[config.mk]
export PLATFORM = sky130hd
export DESIGN_NAME = gate_scan_chain
export DESIGN_NICKNAME = d
export VERILOG_FILES = /design/src/rtl/gate_scan_chain.sv
export SDC_FILE = /design/constraint.sdc
export NUM_CORES = 1
export LEC_CHECK = 0
export BUFFER_PORTS_ARGS = -buffer_cell sky130_fd_sc_hd__buf_4
export CORE_ASPECT_RATIO = 1.2
export CORE_MARGIN = 4
export CORE_UTILIZATION = 50
export DETAILED_ROUTE_END_ITERATION = 16
export GPL_TIMING_DRIVEN = 0
export PLACE_DENSITY_LB_ADDON = 0.15
export SLEW_MARGIN = 25
export SYNTH_ARGS = -nofsm -noshare
export SYNTH_HDL_FRONTEND = slang
export SYNTH_SLANG_ARGS = --single-unit
[constraint.sdc]
create_clock -name clk -period 1.1 [get_ports clk]
set_clock_uncertainty 0.15 [all_clocks]
set_input_delay 0.11 -clock clk [delete_from_list [all_inputs] [get_ports clk]]
set_output_delay 0.11 -clock clk [all_outputs]
set_load 0.01 [all_outputs]
[src/rtl/gate_scan_chain.sv]
module gate_scan_chain #(
  parameter int N = 300
) (
  input  logic         clk,
  input  logic         rst,
  input  logic         fwd,
  input  logic         head_in,
  input  logic         tail_in,
  input  logic         oe_n,
  input  logic         all_on_n,
  output logic         head_out,
  output logic         head_drv,
  output logic         tail_out,
  output logic         tail_drv,
  output logic [N-1:0] scan_out,
  output logic         edge_first,
  output logic         edge_last
);
  localparam int LAST = N - 1;

  logic [N-1:0] stg;

  always_ff @(posedge clk) begin
    if (rst)      stg <= '0;
    else if (fwd) stg <= {stg[LAST-1:0], head_in};
    else          stg <= {tail_in, stg[LAST:1]};
  end

  assign scan_out   = !all_on_n ? {N{1'b1}} : (!oe_n ? '0 : stg);
  assign head_out   = stg[0];
  assign tail_out   = stg[LAST];
  assign head_drv   = !fwd;
  assign tail_drv   = fwd;
  assign edge_first = 1'b0;
  assign edge_last  = 1'b0;

  p_fwd_entry_r2: assert property (@(posedge clk) disable iff (rst)
    fwd |=> stg[0] == $past(head_in));
  p_fwd_move_r2: assert property (@(posedge clk) disable iff (rst)
    fwd |=> stg[LAST:1] == $past(stg[LAST-1:0]));
  p_rev_entry_r3: assert property (@(posedge clk) disable iff (rst)
    !fwd |=> stg[LAST] == $past(tail_in));
  p_rev_move_r3: assert property (@(posedge clk) disable iff (rst)
    !fwd |=> stg[LAST-1:0] == $past(stg[LAST:1]));
  p_clear_r8: assert property (@(posedge clk)
    rst |=> stg == '0);
  p_all_on_r6: assert property (@(posedge clk) disable iff (rst)
    !all_on_n |-> &scan_out);
  p_blank_r5: assert property (@(posedge clk) disable iff (rst)
    (!oe_n && all_on_n) |-> scan_out == '0);
  p_one_driver_r4: assert property (@(posedge clk) disable iff (rst)
    $onehot({head_drv, tail_drv}) && tail_drv == fwd);
endmodule

=== Yosys cells after proc, flatten, opt, wreduce, memory -nomap -nowiden ===
Cells that the tools add are included.

* Bits in registers: 300
* Input bits: 7
* Output and inout bits: 306
* Word-level logic and storage cells: 5

* Multiplexer cells: 3
* Reductions and logical operators: 1

{| class="wikitable"
|+ Operators by type and width
! kind !! number
|-
| 300-bit two-way mux || 3
|-
| 1-bit zero test || 1
|}

=== Longest topological paths before layout ===
* Depth after elaboration: 2
* Depth in mapped cells: 5
* Depth with buffers taken out: 2

=== Worst setup path before layout ===
OpenSTA, ideal clock, no wires.

* Path kind: in2reg
* Start point: in fwd
* End point: reg stg[10]
* Setup time: 128 ps
* Data arrival time: 735 ps
* Required time: 822 ps
* Setup slack: 87 ps
* Stages: 5
* Path buffers: 3
* Path through: buf_6 buf_12 buf_8 mux2i_1 nor2_1

* Cells in the longest elaborated chain, start to end: 1

{| class="wikitable"
|+ RTL lines
! item !! RTL line !! RTL
|-
| start: declaration || 6 || <nowiki>input logic fwd,</nowiki>
|-
| 300-bit two-way mux || 25 || <nowiki>else if (fwd) stg <= {stg[LAST-1:0], head_in};</nowiki>
|-
| end signal: assignment || 25 ||
|-
| end signal: assignment || 26 || <nowiki>else stg <= {tail_in, stg[LAST:1]};</nowiki>
|-
| end: declaration || 21 || <nowiki>logic [N-1:0] stg;</nowiki>
|}

No other way between the ends.
A chain may end at the register's enable or synchronous reset.

=== Worst setup path after layout ===
* Start point: reg stg[266]
* End point: out scan_out[266]

* Cells in the longest elaborated chain, start to end: 2

{| class="wikitable"
|+ RTL lines
! item !! RTL line !! RTL
|-
| 300-bit two-way mux (2 in a row) || 29 || <nowiki>assign scan_out = !all_on_n ? {N{1'b1}} : (!oe_n ? '0 : stg);</nowiki>
|-
| end: declaration || 15 || <nowiki>output logic [N-1:0] scan_out,</nowiki>
|}

No other way between the ends.

==> results_dict.tcl <==
set metrics [dict create \
    hold_violations 0 \
    cts.sinks 300 \
    fin_crit_sh 1.301 \
    finalNetCount 2287 \
    largest_reg_flops 300 \
    timing.hold.worst_endpoint "stg[2]$_SDFF_PP0_" \
    finalWorstSetupSlack_ps -331.5 \
    dieArea_sq_um 29500 \
    synth_xor_area_frac 0 \
    cts_root_buf "clkbuf_16" \
    rows 65 \
    initial_core_util 0.5086 \
    first_global_vias 13450 \
    worst_setup_path_end_kind "output pin" \
    outcome "finished, violations left" \
    cap_viol_max_count 0 \
    overflow 0 \
    via_count 13310 \
    drt_first_pass_iters 5 \
    r2r_start "stg[31]$_SDFF_PP0_" \
    fmax_mhz 698.6 \
    reg2regPathDepth 4 \
    hold_class "in2reg" \
    clk_latency_ps 550 \
    synth_fa_ha_area_frac 0 \
    drv_slew 0 \
    critPathLaunchType "flip-flop" \
    avgSynthCellArea_sq_um 8.182 \
    violations "setup timing" \
    synth.top_cell.area_share 0.4481 \
    rr_endpoint "stg[32]$_SDFF_PP0_" \
    cts_max_path_buffers 3 \
    port_buffers 306 \
    crit_arrival_ps 1170 \
    grt_pass1_wl_mm 65.41 \
    holdWs_ps 15.73 \
    yosysWarnings 0 \
    grt_max_degree 15 \
    top_register "stg" \
    synth-seq-area-share 0.4481 \
    nFillCells 1460 \
    placed_cell_area_sq_um 16120 \
    hold_start "rst" \
    postSynthCellCount 1638 \
    synthTopCellsByArea "dfxtp_1 (45%), mux2i_1 (22%), nand2_1 (17%)" \
    whs_path_depth 3 \
    synthesis.area_sq_um 13400 \
    htree_levels 1 \
    yosys.area.top_type "dfxtp_1" \
    r2r_slack_ps -20 \
    vias_per_cell 5.045 \
    max_slew_margin 0.5610 \
    layout_min_cycle_time_ps 1432 \
    drcViolationCount 0 \
    ys_types 12 \
    drive_gt1_frac 0.6027 \
    antenna_found_initial 0 \
    p_per_area_nw_per_um2 1160 \
    gp_congestion 0.8328 \
    synth-simple-area-share 0.2521 \
    core-area_sq_um 26350 \
    post_drt_wl_per_cell_microns 16.05 \
    wl_mm 42.34 \
    finalSetupViolCount 303 \
    worstPathRequired_ps 840 \
    fin_area_sq_um 21790 \
    synthMuxAreaShare 0.2240 \
    worst_pin_slew_ps 658.5 \
    antenna_cells 0 \
    place_hpwl_mm 24.27 \
    top_regs "stg x300" \
    startpoint "stg[266]$_SDFF_PP0_" \
    first_iter_violations 673 \
    drtAntennaViolNets 0 \
    die_x_microns 157.5 \
    fin_util 0.8269 \
    numCtsBuffers 30 \
    grt_usage 0.2627 \
    cts_tree "built" \
    layout_commonest_cell "nand2_2" \
    path_clk_slew_ps 70 \
    layout_common_cells "nand2_2 (312), buf_6 (307), buf_4 (303), nor2_1 (300)" \
    synth_top_family_by_area "simple AND/OR/NAND/NOR gates" \
    die_h_microns 187.4 \
    area_growth_pct 62.57 \
    critPathKind "reg2out" \
    ios 313 \
    synth_compound_area_frac 0 \
    cp_max_fo 2 \
    p_leak_nw 10.78 \
    synth_seq_cells 300 \
    rsz0062_at_grt "yes" \
    vdd_drop_max_v 0.001361 \
]
## cells by family after synthesis
logic type	Yosys count
buffers and inverters	137
DFF	300
muxes	300
other	1
and+or+nand+nor	900
## power by group
group          leakage [nW]  internal (W)  switching [W]
clock network         0.526       0.00661        0.00433
registers              2.57        0.0109     0.00000555
logic                  7.68       0.00165        0.00182
total                  10.8        0.0191        0.00616
## layer usage
| layer | routed length (microns) | GRT usage | vias up |
|---|---|---|---|
| met5 | 0 | 0 | - |
| met4 | 1798 | 0.09864 | 0 |
| met3 | 2292 | 0.03865 | 125 |
| met2 | 21370 | 0.4659 | 430 |
| met1 | 16880 | 0.3186 | 6322 |
| li1 | - | - | 6431 |
## area by class of cell
type,count,area [sq um],area share
Multi-Input combinational cell,1202,7173,0.3292
Sequential cell,300,6384,0.2930
Timing Repair Buffer,609,5731,0.2630
Buffer,136,1012,0.04646
Clock buffer,44,904.6,0.04152
Tap cell,335,419.2,0.01924
Clock inverter,11,161.4,0.007408
Inverter,1,3.754,0.0001723
## metrics by stage
stage               std cells  power [W]  TNS (ps)  setup WS, ps
detailed placement       2280    0.01394   -133970        -414.3
CTS                      2597    0.02526    -89910        -341.2
global route             2638    0.02610    -99600        -374.6
floorplan                1639    0.01275         0         87.29
global placement         2280    0.01392   -129740        -382.8
finish                   2638    0.02528    -84600        -331.5
## timing repair
action	4_1_cts	5_1_grt
setup endpoints to repair	302	302
hold endpoints to repair	11	0
pin swaps	2	5
resized for setup	715	208
hold buffers	4	0
setup buffers	258	41
## cell usage after synthesis
cell	count
buf_6	1
inv_1	1
buf_8	29
mux2i_1	300
nand2_1	600
dfxtp_1	300
nor2_1	300
clkbuf_1	19
buf_2	80
conb_1	1
buf_4	4
buf_12	3
## critical path: stages, from the launching register on
cell and delay (ps):
dfxtp_2 350, nand2_2 70, nand2_2 90, buf_6 100
## worst max path at each step
stage | to | cells past startpoint
4_1_cts | scan_out[0] | 3
5_1_grt | scan_out[199] | 3
2_1_floorplan | stg[10]$_SDFF_PP0_ | 5
6_report | scan_out[266] | 3
3_3_place_gp | scan_out[122] | 4
3_5_place_dp | scan_out[119] | 4
(Power assumes the default switching activity.)
